[src/rtl/nprd_pkg.sv]
package nprd_pkg;
  localparam int BYTE_W      = 8;
  localparam int ROW_BYTES   = 3;
  localparam int PAGE_W      = BYTE_W * ROW_BYTES;
  localparam int COL_BYTES   = 2;
  localparam int ADDR_CYCLES = COL_BYTES + ROW_BYTES;
  localparam int IDX_W       = $clog2(ADDR_CYCLES);

  localparam logic [BYTE_W-1:0] OP_READ_SETUP = 8'h00;
  localparam logic [BYTE_W-1:0] OP_READ_GO    = 8'h30;

  typedef enum logic [3:0] {
    ST_IDLE, ST_PRE, ST_WAIT_A, ST_CMD_A, ST_ADDR,
    ST_CMD_B, ST_WAIT_B, ST_DATA, ST_FIN
  } seq_state_t;

  // Byte sent in address cycle idx: columns are zero, rows go low byte first.
  function automatic logic [BYTE_W-1:0] addr_byte(input logic [IDX_W-1:0] idx,
                                                  input logic [PAGE_W-1:0] page);
    int row;
    row = int'(idx) - COL_BYTES;
    if (row < 0) return '0;
    return page[row*BYTE_W +: BYTE_W];
  endfunction
endpackage

[src/rtl/nprd_interval.sv]
module nprd_interval #(
  parameter int LIMIT = 4,
  localparam int CW = (LIMIT > 1) ? $clog2(LIMIT) : 1
) (
  input  logic clk,
  input  logic rst_n,
  input  logic clr,
  input  logic en,
  output logic hit
);
  logic [CW-1:0] cnt;

  assign hit = en && (cnt == CW'(LIMIT - 1));

  always_ff @(posedge clk or negedge rst_n) begin
    if (!rst_n)      cnt <= '0;
    else if (clr)    cnt <= '0;
    else if (en)     cnt <= hit ? '0 : cnt + 1'b1;
  end

  a_r6_count_range: assert property (@(posedge clk) disable iff (!rst_n)
    cnt <= CW'(LIMIT - 1));
endmodule

[src/rtl/nprd_drain.sv]
module nprd_drain #(
  parameter int LEN_W  = 16,
  parameter int BYTE_W = 8
) (
  input  logic              clk,
  input  logic              rst_n,
  input  logic              load,
  input  logic [LEN_W-1:0]  len,
  input  logic              active,
  input  logic [BYTE_W-1:0] din,
  output logic              rd_stb,
  output logic              phase_end,
  output logic              m_valid,
  input  logic              m_ready,
  output logic [BYTE_W-1:0] m_data
);
  logic [LEN_W-1:0] remaining;
  logic             slot_free;

  assign slot_free = !m_valid || m_ready;
  assign rd_stb    = active && (remaining != '0) && slot_free;
  assign phase_end = active && ((remaining == '0) ||
                                (rd_stb && remaining == LEN_W'(1)));

  always_ff @(posedge clk or negedge rst_n) begin
    if (!rst_n)      remaining <= '0;
    else if (load)   remaining <= len;
    else if (rd_stb) remaining <= remaining - 1'b1;
  end

  always_ff @(posedge clk or negedge rst_n) begin
    if (!rst_n) begin
      m_valid <= 1'b0;
      m_data  <= '0;
    end else if (rd_stb) begin
      m_valid <= 1'b1;
      m_data  <= din;
    end else if (m_ready) begin
      m_valid <= 1'b0;
    end
  end

  a_r5_hold: assert property (@(posedge clk) disable iff (!rst_n)
    (m_valid && !m_ready) |=> (m_valid && $stable(m_data)));
  a_r4_fill: assert property (@(posedge clk) disable iff (!rst_n)
    rd_stb |=> m_valid);
endmodule

[src/rtl/nand_page_reader.sv]
module nand_page_reader
  import nprd_pkg::*;
#(
  parameter int LEN_W      = 16,
  parameter int PRE_DELAY  = 4,
  parameter int POLL_LIMIT = 8192
) (
  input  logic              clk,
  input  logic              rst_n,
  input  logic              start,
  input  logic [PAGE_W-1:0] page_num,
  input  logic [LEN_W-1:0]  page_len,
  output logic              busy,
  output logic              done,
  output logic              timed_out,
  output logic              flash_sel,
  output logic              flash_cmd_we,
  output logic              flash_addr_we,
  output logic              flash_rd,
  output logic [BYTE_W-1:0] flash_dout,
  input  logic [BYTE_W-1:0] flash_din,
  input  logic              flash_rdy,
  output logic              m_valid,
  input  logic              m_ready,
  output logic [BYTE_W-1:0] m_data
);
  seq_state_t        state;
  logic [PAGE_W-1:0] page_q;
  logic [IDX_W-1:0]  idx;
  logic              to_q;

  // named internal events
  logic accept, in_pre, in_wait, poll_en, pre_hit, poll_hit, wait_exit;
  logic data_active, phase_end;

  assign accept      = (state == ST_IDLE) && start;
  assign in_pre      = (state == ST_PRE);
  assign in_wait     = (state == ST_WAIT_A) || (state == ST_WAIT_B);
  assign poll_en     = in_wait && !flash_rdy;
  assign wait_exit   = in_wait && (flash_rdy || poll_hit);
  assign data_active = (state == ST_DATA);

  nprd_interval #(.LIMIT(PRE_DELAY)) u_pre (
    .clk(clk), .rst_n(rst_n), .clr(!in_pre), .en(in_pre), .hit(pre_hit));

  nprd_interval #(.LIMIT(POLL_LIMIT)) u_poll (
    .clk(clk), .rst_n(rst_n), .clr(!in_wait), .en(poll_en), .hit(poll_hit));

  nprd_drain #(.LEN_W(LEN_W), .BYTE_W(BYTE_W)) u_drain (
    .clk(clk), .rst_n(rst_n), .load(accept), .len(page_len),
    .active(data_active), .din(flash_din), .rd_stb(flash_rd),
    .phase_end(phase_end), .m_valid(m_valid), .m_ready(m_ready),
    .m_data(m_data));

  always_ff @(posedge clk or negedge rst_n) begin
    if (!rst_n) begin
      state  <= ST_IDLE;
      page_q <= '0;
      idx    <= '0;
      to_q   <= 1'b0;
    end else begin
      if (poll_en && poll_hit) to_q <= 1'b1;
      unique case (state)
        ST_IDLE: if (start) begin
          page_q <= page_num;
          to_q   <= 1'b0;
          state  <= ST_PRE;
        end
        ST_PRE:    if (pre_hit) state <= ST_WAIT_A;
        ST_WAIT_A: if (wait_exit) state <= ST_CMD_A;
        ST_CMD_A: begin
          idx   <= '0;
          state <= ST_ADDR;
        end
        ST_ADDR: begin
          idx <= idx + 1'b1;
          if (idx == IDX_W'(ADDR_CYCLES - 1)) state <= ST_CMD_B;
        end
        ST_CMD_B:  state <= ST_WAIT_B;
        ST_WAIT_B: if (wait_exit) state <= ST_DATA;
        ST_DATA:   if (phase_end) state <= ST_FIN;
        ST_FIN:    state <= ST_IDLE;
        default:   state <= ST_IDLE;
      endcase
    end
  end

  assign busy          = (state != ST_IDLE);
  assign done          = (state == ST_FIN);
  assign timed_out     = to_q;
  assign flash_sel     = busy && (state != ST_FIN);
  assign flash_cmd_we  = (state == ST_CMD_A) || (state == ST_CMD_B);
  assign flash_addr_we = (state == ST_ADDR);

  always_comb begin
    unique case (state)
      ST_CMD_A: flash_dout = OP_READ_SETUP;
      ST_CMD_B: flash_dout = OP_READ_GO;
      ST_ADDR:  flash_dout = addr_byte(idx, page_q);
      default:  flash_dout = '0;
    endcase
  end

  a_r3_strobe_selected: assert property (@(posedge clk) disable iff (!rst_n)
    (flash_cmd_we || flash_addr_we || flash_rd) |-> flash_sel);
  a_r3_one_strobe: assert property (@(posedge clk) disable iff (!rst_n)
    $onehot0({flash_cmd_we, flash_addr_we, flash_rd}));
  a_r2_select_after_start: assert property (@(posedge clk) disable iff (!rst_n)
    $rose(flash_sel) |-> $past(start && !busy));
  a_r7_done_deselected: assert property (@(posedge clk) disable iff (!rst_n)
    done |-> (!flash_sel && !flash_rd));
  a_r6_timeout_source: assert property (@(posedge clk) disable iff (!rst_n)
    $rose(timed_out) |-> $past(in_wait && !flash_rdy));
  a_r8_page_frozen: assert property (@(posedge clk) disable iff (!rst_n)
    (busy && $past(busy)) |-> $stable(page_q));
endmodule

[config.mk]
export PLATFORM = sky130hd
export DESIGN_NAME = nand_page_reader
export DESIGN_NICKNAME = d
export VERILOG_FILES = /design/src/rtl/nprd_pkg.sv /design/src/rtl/nprd_interval.sv /design/src/rtl/nprd_drain.sv /design/src/rtl/nand_page_reader.sv
export SDC_FILE = /design/constraint.sdc
export NUM_CORES = 1
export LEC_CHECK = 0
export ABC_AREA = 1
export BUFFER_PORTS_ARGS = -buffer_cell sky130_fd_sc_hd__buf_2
export CORE_MARGIN = 5
export CORE_UTILIZATION = 58
export CTS_BUF_LIST = sky130_fd_sc_hd__clkbuf_2
export DETAILED_ROUTE_END_ITERATION = 12
export HOLD_SLACK_MARGIN = 0.1
export PLACE_DENSITY = 0.83
export SLEW_MARGIN = 20
export SYNTH_ARGS = -nofsm -noshare
export SYNTH_HDL_FRONTEND = slang
export SYNTH_HIERARCHICAL = 1
export SYNTH_SLANG_ARGS = --single-unit
[constraint.sdc]
create_clock -name clk -period 2.2 [get_ports clk]
set_input_delay 0.22 -clock clk [delete_from_list [all_inputs] [get_ports clk]]
set_output_delay 0.22 -clock clk [all_outputs]
set_load 0.02 [all_outputs]
==> key figures, run 1 <==
Synth
  – Synth Area per Inst: 7.40 um2
  – Post-Syn Area: 4280 um2
  – FF+latch count, synth: 72
  – Sequential-to-total area share from yosys stat: 0.421
  – Ys flop type: dfrtp_1
  – Post-synth cell types: 36
  – EDFF count, synth: 0
  – Ys async rst share: 1.00
  – Syn Inst Count: 578
  – Ys Warns: 6
  – Syn_nets: 638

Die
  – I/O pins: 77
  – Initial Utilization: 0.593
  – CORE AREA: 7210 um2
  – Die area: 9200 um2
  – Die X: 95.9 um
  – Row cnt: 31
  – Die Span Y: 95.9 um

Clock tree
  – Worst skew pair latency: 0.50 ns
  – CTS tree: yes
  – CTS sink count: 72
  – Root Buffer Master: clkbuf_2
  – CTS Buf Count: 9
  – # H-tree levels: 3
  – Reg clk slew, reported paths: 0.22 ns
  – Clk buf depth: 2

Global routing
  – Met1 usage: 0.308
  – Largest net degree at the start of global routing: 55
  – First-pass GRT wire length: 18.4 mm
  – M2 GR Usage: 0.451
  – GRT overflow: 0
  – Initial antenna violation count: 0
  – Vias in the first global route: 4237
  – GR Util All Layers: 0.255
  – Met3 Track Usage GR: 0.0375
  – Most used routing layer: met2

Critical path
  – CP Max Fanout: 6
  – Crit path largest cell delay: 0.42 ns
  – Crit-path slowest cell: dfrtp_1
  – Critical path data required time: 1.98 ns
  – Crit Path Class: reg -> out
  – Crit path capture type: primary output
  – Worst path most repeated cell: inv_2
  – CP cell instances: inv_2 > ha_4 > inv_2 > nor3_4 > inv_4 > nor2_1 > buf_4
  – Crit path DAT: 1.95 ns
  – CP startpoint kind: flop

Drt
  – Vias per cell: 5.32
  – DRC violations left: 0
  – Routed wire length: 11.8 mm
  – Drt pass-1 iters: 6
  – Via Count: 4420
  – DRT iter0 DRCs: 285
  – Remaining antenna violation count: 0
  – DR WL/cell: 14.2 um

Finish
  – Inserted Diodes: 0
  – Area delta synth->final: 32.3%
  – Multi-input logic area: 2180 um2
  – FILL cells: 490
  – Share of layout cells above drive strength 1: 0.243
  – Fin nets: 787
  – Register Area: 1810 um2
  – Post-route core utilization: 0.785

Timing
  – Final Max Slew Viols: 0
  – Worst-Margin Slew: 0.649 ns
  – Peak Freq: 0.460 GHz
  – Setup violations, final: 0
  – Final hold vios: 0
  – Clock skew: 0.0341 ns
  – RSZ-0062 raised after global routing: yes
  – Minimum clock period: 2.17 ns
  – Tcrit/Tclk final: 0.988
  – Final setup margin: 0.0268 ns
  – Max-Slew Margin vs Limit: 0.567

Placed design
  – GPL Wtd Cong: 0.848
  – Post-DP HPWL: 7.37 mm
  – I/O Buffers: 76
  – Worst slack at placement: 0.225 ns

Outcome
  – Status: finished clean

Power and ir drop
  – Power Density: 1160 nW/um2
  – Worst vdd ir: 0.000660 V
  – P_leak: 2.95 nW

Worst hold path
  – Hold Crit Class: in -> async

Flow run
  – Max_cap viols: 0
-- stage by stage --
stage	hold WS (ns)	area (um2)	cells	power (mW)	TNS (ns)
finish	0.242	5660	831	6.56	0
global placement	0.271	4760	748	4.86	0
CTS	0.229	5510	819	6.26	0
detailed placement	0.285	4760	748	5.00	0
global route	0.286	5660	831	7.05	-0.299
floorplan	-0.0756	4280	578	4.30	0
-- kinds of logic (layout without fill, tap and decap cells) --
family | Yosys count | in the layout | synth area share
AO/OA/AOI/OAI | 78 | 78 | 0.0980
XOR/XNOR | 5 | 5 | 0.0102
adder cells (fa/ha/maj) | 7 | 7 | 0.0205
buffers and inverters | 83 | 237 | 0.0833
flip-flops | 72 | 72 | 0.421
AND/OR/NAND/NOR | 333 | 333 | 0.367
-- cell usage after synthesis, types with 4 or more instances --
cell type,n,area (um2)
inv_1,64,240
inv_2,4,15.0
o21ai_0,49,245
buf_6,5,56.3
dfrtp_1,72,1800
ha_1,7,87.6
nand2_2,4,25.0
nor2_2,7,43.8
a21oi_1,16,80.1
nor2_4,9,101
nor2_1,42,158
clkbuf_1,4,15.0
nand3_1,42,210
nand2_1,202,758
nand4_1,9,56.3
nand2_4,6,67.6
-- cell usage in the layout (no fill, tap or decap), drive strengths merged --
master       netlist  layout
a21oi             17      17
a31o               1       1
a31oi              1       1
and3               1       1
buf                9     101
bufinv             0       4
clkbuf             4      11
clkinv             2       2
dfrtp             72      72
dlygate4sd3        0      50
ha                 7       7
inv               68      69
nand2            212     212
nand3             44      44
nand4              9       9
nor2              61      61
nor3               4       4
o211ai             1       1
o21ai             55      55
o21bai             2       2
o22ai              1       1
or2                2       2
xnor2              3       3
xor2               2       2
-- critical path: cells and delay by family (launching register included) --
| kind | cells | cell delay (ns) |
|---|---|---|
| flops | 1 | 0.42 |
| simple gates | 2 | 0.40 |
| buf+inv | 4 | 0.36 |
| fa+ha+maj | 1 | 0.25 |
-- registers in the layout, indices dropped and copies added (netlist names) --
name	cells
idx	3
timed_out	1
u_drain/m_data	8
u_drain/m_valid	1
u_drain/remaining	16
state	4
u_pre/cnt	2
u_poll/cnt	13
page_q	24
-- where the power goes --
part           leakage, nW  total (mW)  internal, mW  switching [mW]
registers            0.923        2.16          1.80           0.359
clock network        0.106        1.10         0.616           0.483
logic                 1.93        3.30          1.17            2.13
total                 2.95        6.56          3.59            2.98
-- cell type report --
| type | count | area share |
|---|---|---|
| Clock buffer | 11 | 0.00972 |
| Clock inverter | 5 | 0.0228 |
| Inverter | 70 | 0.0468 |
| Multi-Input combinational cell | 423 | 0.385 |
| Sequential cell | 72 | 0.319 |
| Tap cell | 99 | 0.0219 |
| Timing Repair Buffer | 151 | 0.195 |
-- final timing paths --
check / depth (start not counted) / end / slack (ns) / start
min reg2reg: 2 / u_drain/m_data[6]$_DFFE_PN0P_ / 0.51 / u_drain/m_data[6]$_DFFE_PN0P_
max in group asynchronous: 3 / u_drain/remaining[14]$_DFFE_PN0P_ / 1.29 / rst_n
max: 7 / flash_dout[6] / 0.03 / idx[1]$_DFFE_PN0P_
max reg2reg: 9 / u_drain/remaining[4]$_DFFE_PN0P_ / 0.17 / state[3]$_DFFE_PN0P_
min in group clk: 6 / timed_out$_DFF_PN0_ / 0.31 / flash_rdy
min: 2 / page_q[7]$_DFFE_PN0P_ / 0.24 / rst_n
-- repair_timing --
action                     in CTS  in global routing
pin swaps                       1                  3
hold endpoints to repair       72                  0
setup endpoints to repair       8                  8
hold buffers                   50                  0
buffers inserted                5                 12
gates resized for setup        10                 21
-- per-layer routing --
| metal | vias to the layer above | wire, um |
|---|---|---|
| met4 | 0 | 350 |
| met1 | 2078 | 4680 |
| li1 | 2123 | - |
| met5 | - | 0 |
| met2 | 185 | 6050 |
| met3 | 34 | 708 |
Power figures use the tool's default switching activity.
==> inputs of run 2 (changes only) <==
Settings changed: RECOVER_POWER set to 25.
==> run 2 against run 1 <==
  * The flow now finishes with violations (max-capacitance violations, max-slew violations)
  * Critical path depth unchanged
  * Sequential power is essentially flat
  * Clock power about the same
  * Global-route usage is the same
  * Critical endpoint unchanged
  * Highest routed layer unchanged
==> key figures, run 2 (same netlist as run 1, synthesis figures left out) <==
Outcome
  – Status: complete, but fails checks
  – Failing checks: max-capacitance violations, max-slew violations

Worst hold path
  – Hold Startpoint: flash_rdy
  – Hold Crit Class: in -> reg
  – WHS Path Cells: 6
  – Hold Path Sink: timed_out$_DFF_PN0_

Power and ir drop
  – Power Density: 1160 nW/um2 (about the same)
  – Worst vdd ir: 0.000660 V (about the same)
  – P_leak: 2.95 nW (about the same)

Clock tree
  – # H-tree levels: 3 (unchanged)
  – Root Buffer Master: clkbuf_2
  – Reg clk slew, reported paths: 0.22 ns (about the same)
  – CTS tree: yes
  – CTS sink count: 72 (unchanged)
  – Worst skew pair latency: 0.50 ns (about the same)
  – Clk buf depth: 2 (unchanged)
  – CTS Buf Count: 9 (unchanged)

Timing
  – Final hold vios: 0 (unchanged)
  – Max-Slew Margin vs Limit: -0.0336 (-0.601)
  – Clock skew: 0.0347 ns (+0.000574 ns)
  – Hold_ws: 0.318 ns (+0.0758 ns)
  – Worst-Margin Slew: 1.55 ns (+0.901 ns)
  – Setup violations, final: 0 (unchanged)
  – Final Max Slew Viols: 26 (+26)
  – Minimum clock period: 2.17 ns (-0.00176 ns)
  – RSZ-0062 raised after global routing: yes
  – Peak Freq: 0.461 GHz (about the same)
  – Tcrit/Tclk final: 0.987 (about the same)

Global routing
  – Initial antenna violation count: 0 (unchanged)
  – Largest net degree at the start of global routing: 55 (unchanged)
  – First-pass GRT wire length: 18.4 mm (unchanged)
  – GRT overflow: 0 (unchanged)
  – GR Util All Layers: 0.255 (unchanged)
  – Vias in the first global route: 4237 (unchanged)

Drt
  – Remaining antenna violation count: 0 (unchanged)
  – Drt pass-1 iters: 5 (-1)
  – DRT iter0 DRCs: 285 (unchanged)
  – Vias per cell: 5.30 (-0.38%)
  – DRC violations left: 0 (unchanged)
  – Routed wire length: 11.8 mm (-0.29%)
  – DR WL/cell: 14.1 um (-0.29%)
  – Via Count: 4403 (-0.38%)

Critical path
  – CP startpoint kind: flop
  – Crit path capture type: primary output
  – RR Startpoint: state[3]$_DFFE_PN0P_
  – Critical path data required time: 1.98 ns (about the same)
  – R2R Setup Slk: 0.17 ns (about the same)
  – CP Max Fanout: 6 (unchanged)
  – FF-to-FF path depth: 9 (unchanged)
  – Crit path DAT: 1.95 ns (about the same)
  – FF-to-FF End: u_drain/remaining[4]$_DFFE_PN0P_
  – Crit Path Class: reg -> out

Die
  – Die Span Y: 95.9 um (unchanged)
  – Initial Utilization: 0.593 (unchanged)
  – CORE AREA: 7210 um2 (unchanged)
  – I/O pins: 77 (unchanged)
  – Row cnt: 31 (unchanged)
  – Die X: 95.9 um (unchanged)
  – Die area: 9200 um2 (unchanged)

Finish
  – Share of layout cells above drive strength 1: 0.242 (-0.00137)
  – Register Area: 1810 um2 (unchanged)
  – Design area: 5660 um2 (about the same)
  – Largest reg by FF count: page_q
  – Commonest non-fill, non-tap cell in the layout: nand2_1
  – FILL cells: 490 (unchanged)
  – Largest registers: page_q (24), u_drain/remaining (16), u_poll/cnt (13)
  – Inserted Diodes: 0 (unchanged)
  – Multi-input logic area: 2180 um2 (unchanged)
  – Fin nets: 787 (unchanged)
  – Area delta synth->final: 32.3% (about the same)
  – Post-route core utilization: 0.785 (about the same)
  – Most frequent cells in the layout: nand2_1 (200), buf_2 (69), dfrtp_1 (67)
  – Max reg flops: 24 (unchanged)

Placed design
  – GPL Wtd Cong: 0.848 (unchanged)
  – Dpl cell area: 4760 um2 (unchanged)
  – I/O Buffers: 76 (unchanged)
  – Post-DP HPWL: 7.37 mm (unchanged)

Flow run
  – Max_cap viols: 1 (+1)
[run 2: timing repair]
| item | in CTS | in global routing |
|---|---|---|
| pin swaps | 1 | 3 |
| gates resized for setup | 10 | 21 |
| hold buffers | 50 | 0 |
| setup buffers | 5 | 12 |
| endpoints found under the hold margin | 72 | 0 |
| gates cloned | 0 | 0 |
| endpoints found under the setup margin | 8 | 8 |
[run 2: per-layer routing]
layer,track usage,share of wire,vias to the layer above
met5,0,0,-
met4,0.111,0.028,0
met3,0.0375,0.058,34
met2,0.451,0.52,179
met1,0.308,0.40,2068
li1,-,-,2122
[run 2: how the worst max path moves through the flow]
stage | start | end | slack, ns | cells past startpoint
2_1_floorplan | idx[1]$_DFFE_PN0P_ | flash_dout[0] | 0.43 | 6
3_3_place_gp | u_drain/remaining[0]$_DFFE_PN0P_ | state[1]$_DFFE_PN0P_ | 0.31 | 16
3_5_place_dp | u_drain/remaining[0]$_DFFE_PN0P_ | state[0]$_DFFE_PN0P_ | 0.23 | 16
4_1_cts | state[0]$_DFFE_PN0P_ | flash_dout[1] | 0.01 | 6
5_1_grt | idx[1]$_DFFE_PN0P_ | flash_dout[0] | -0.04 | 7
6_report | idx[1]$_DFFE_PN0P_ | flash_dout[6] | 0.03 | 7
[run 2: through the flow]
step           power (mW)  cells  setup TNS [ns]  setup slack, ns
2_1_floorplan        4.30    578               0            0.428
3_3_place_gp         4.86    748               0            0.307
3_5_place_dp         5.00    748               0            0.225
6_report             6.56    831               0           0.0286
5_1_grt              7.05    831          -0.299          -0.0442
4_1_cts              6.26    819               0           0.0118
[run 2: critical path, stage by stage (launching register included)]
cell and delay, ns:
dfrtp_1 0.43, inv_2 0.06, ha_4 0.25, inv_2 0.04
nor3_4 0.25, inv_4 0.11, nor2_1 0.15, buf_4 0.16
[run 2: cell type report]
type	count	area share
Tap cell	99	0.0219
Clock buffer	11	0.00972
Sequential cell	72	0.319
Inverter	70	0.0469
Timing Repair Buffer	151	0.195
Clock inverter	5	0.0228
Multi-Input combinational cell	423	0.385
[run 2: power breakdown]
group	switching, mW	internal [mW]	leakage (nW)
logic	2.13	1.17	1.92
registers	0.360	1.80	0.923
clock network	0.483	0.616	0.106
==> inputs of run 3 (changes only) <==
Settings changed: CORE_UTILIZATION 58 to 30, PLACE_DENSITY 0.83 to 0.49.
==> run 3 against run 2 <==
  * The run still ends with max-capacitance violations, max-slew violations left
  * Maximum frequency increased by 0.20%
  * Clock skew about the same
  * First-iteration DRC count decreased by 17%
  * Total power decreased by 2.5%
  * Clock-buffer cell count decreased by 1
  * Non-clock buffer count decreased by 1
  * Final cell count increased by 9.6%
  * Wire length decreased by 4.5%
  * Flip-flop and latch count unchanged
  * Register-to-register slack about the same
  * Final area increased by 1.8%
  * Critical endpoint is now flash_dout[2]
  * Highest routed layer unchanged
==> key figures, run 3 (same netlist as run 1, synthesis figures left out) <==
Power and ir drop
  – Design Power: 6.40 mW (-2.5%)
  – P_leak: 2.94 nW (-0.27%)
  – Worst vdd ir: 0.000415 V (-37%)
  – Power Density: 1110 nW/um2 (-4.3%)

Global routing
  – Initial antenna violation count: 0 (unchanged)
  – First-pass GRT wire length: 19.7 mm (+6.9%)
  – GR Util All Layers: 0.146 (-0.109)
  – Most used routing layer: met2
  – GRT overflow: 0 (unchanged)
  – M2 GR Usage: 0.241 (-0.211)
  – Met3 Track Usage GR: 0.0313 (-0.00620)
  – Met1 usage: 0.191 (-0.117)
  – Vias in the first global route: 4082 (-3.7%)
  – Largest net degree at the start of global routing: 73 (+33%)

Finish
  – Commonest non-fill, non-tap cell in the layout: nand2_1
  – Largest registers: page_q (24), u_drain/remaining (16), u_poll/cnt (13)
  – Largest reg by FF count: page_q
  – Area delta synth->final: 34.7%
  – Share of layout cells above drive strength 1: 0.253 (+0.0113)
  – Fin nets: 786 (-0.13%)
  – Most frequent cells in the layout: nand2_1 (200), buf_2 (68), dfrtp_1 (67)
  – FILL cells: 1438 (+190%)
  – Max reg flops: 24 (unchanged)
  – Inserted Diodes: 0 (unchanged)

Drt
  – DRC violations left: 0 (unchanged)
  – Vias per cell: 4.51 (-15%)
  – Routed wire length: 11.2 mm (-4.5%)
  – DR WL/cell: 12.3 um (-13%)
  – Remaining antenna violation count: 0 (unchanged)
  – Drt pass-1 iters: 5 (unchanged)
  – DRT iter0 DRCs: 237 (-17%)
  – Via Count: 4106 (-6.7%)

Clock tree
  – Worst skew pair latency: 0.57 ns (+0.07 ns)
  – CTS sink count: 72 (unchanged)
  – CTS Buf Count: 9 (unchanged)
  – # H-tree levels: 3 (unchanged)
  – Root Buffer Master: clkbuf_2
  – CTS tree: yes
  – Clk buf depth: 2 (unchanged)
  – Reg clk slew, reported paths: 0.22 ns (about the same)

Critical path
  – CP startpoint kind: flop
  – CP Max Fanout: 6 (unchanged)
  – RR Startpoint: state[3]$_DFFE_PN0P_
  – Crit path DAT: 1.95 ns (about the same)
  – Crit path capture type: primary output
  – Critical path data required time: 1.98 ns (about the same)
  – Worst Setup SP: state[3]$_DFFE_PN0P_
  – Crit Path Class: reg -> out

Outcome
  – Failing checks: max-capacitance violations, max-slew violations
  – Status: complete, but fails checks

Timing
  – Final Max Slew Viols: 73 (+180%)
  – Clock skew: 0.0351 ns (+0.000387 ns)
  – RSZ-0062 raised after global routing: yes
  – Final hold vios: 0 (unchanged)
  – Minimum clock period: 2.17 ns (-0.00435 ns)
  – Worst-Margin Slew: 1.69 ns (+0.140 ns)
  – Max-Slew Margin vs Limit: -0.127 (-0.0931)
  – TNS Setup: 0 ns (unchanged)
  – Tcrit/Tclk final: 0.985 (-0.00198)
  – Final setup margin: 0.0329 ns (+0.00435 ns)
  – Peak Freq: 0.461 GHz (+0.20%)
  – Hold_ws: 0.187 ns (-0.131 ns)
  – Setup violations, final: 0 (unchanged)

Die
  – Die X: 129 um (+35%)
  – Initial Utilization: 0.307 (-0.286)
  – Die area: 16800 um2 (+82%)
  – Die Span Y: 129 um (+35%)
  – I/O pins: 77 (unchanged)
  – Row cnt: 43 (+39%)
  – CORE AREA: 13900 um2 (+93%)

Placed design
  – GPL Wtd Cong: 0.809 (-4.6%)
  – I/O Buffers: 76 (unchanged)
  – Post-DP HPWL: 7.78 mm (+5.6%)
  – Worst slack at placement: 0.152 ns (-0.0731 ns)

Flow run
  – Max_cap viols: 1 (unchanged)

Worst hold path
  – Hold Startpoint: flash_rdy
  – Hold Crit Class: in -> reg
[run 3: path summary, 6_finish.rpt]
kind	slack, ns	to	depth (start not counted)
max	0.03	flash_dout[2]	6
min	0.19	timed_out$_DFF_PN0_	6
max reg2reg	0.17	u_drain/remaining[11]$_DFFE_PN0P_	10
min reg2reg	0.50	u_drain/m_data[0]$_DFFE_PN0P_	2
max in group asynchronous	0.40	u_drain/remaining[10]$_DFFE_PN0P_	3
min in group asynchronous	0.68	page_q[17]$_DFFE_PN0P_	3
[run 3: area by class of cell]
cell class                 count  area (um2)  area share
sequential                    72        1810       0.314
clock inverter                 6         108      0.0187
inverter                      70         267      0.0462
timing repair buffer         150        1110       0.192
clock buffer                  10        50.0     0.00868
multi-input combinational    423        2200       0.382
tap                          180         225      0.0391
[run 3: metrics by stage]
| step | utilization | instance area [um2] | instances |
|---|---|---|---|
| 6_report | 0.414 | 5770 | 911 |
| 3_3_place_gp | 0.349 | 4860 | 829 |
| 3_5_place_dp | 0.349 | 4860 | 829 |
| 2_1_floorplan | - | 4280 | 578 |
| 5_1_grt | 0.414 | 5770 | 911 |
| 4_1_cts | 0.408 | 5690 | 905 |
[run 3: per-layer routing]
| metal | vias up | part of all wire | routed length, um |
|---|---|---|---|
| li1 | 2120 | - | - |
| met1 | 1900 | 0.46 | 5210 |
| met2 | 75 | 0.48 | 5420 |
| met3 | 11 | 0.038 | 428 |
| met4 | 0 | 0.014 | 160 |
| met5 | - | 0 | 0 |
[run 3: worst max-delay path, stage by stage, from the launching register on]
cell and delay (ns):
dfrtp_2 0.49, nor2_4 0.15, nand2_4 0.08, nor3_4 0.26, inv_4 0.10, a21oi_2 0.15, buf_6 0.14
[run 3: report_power, final]
part | switching [mW] | internal, mW | leakage, nW
Combinational | 2.07 | 1.21 | 1.93
Clock | 0.505 | 0.490 | 0.0919
Sequential | 0.321 | 1.80 | 0.923
[run 3: repair_timing]
| action | 4_1_cts | 5_1_grt |
|---|---|---|
| hold buffers | 50 | 0 |
| pin swaps | 3 | 7 |
| endpoints found under the setup margin | 9 | 18 |
| endpoints found under the hold margin | 121 | 0 |
| setup buffers | 10 | 6 |
| resized for setup | 30 | 15 |
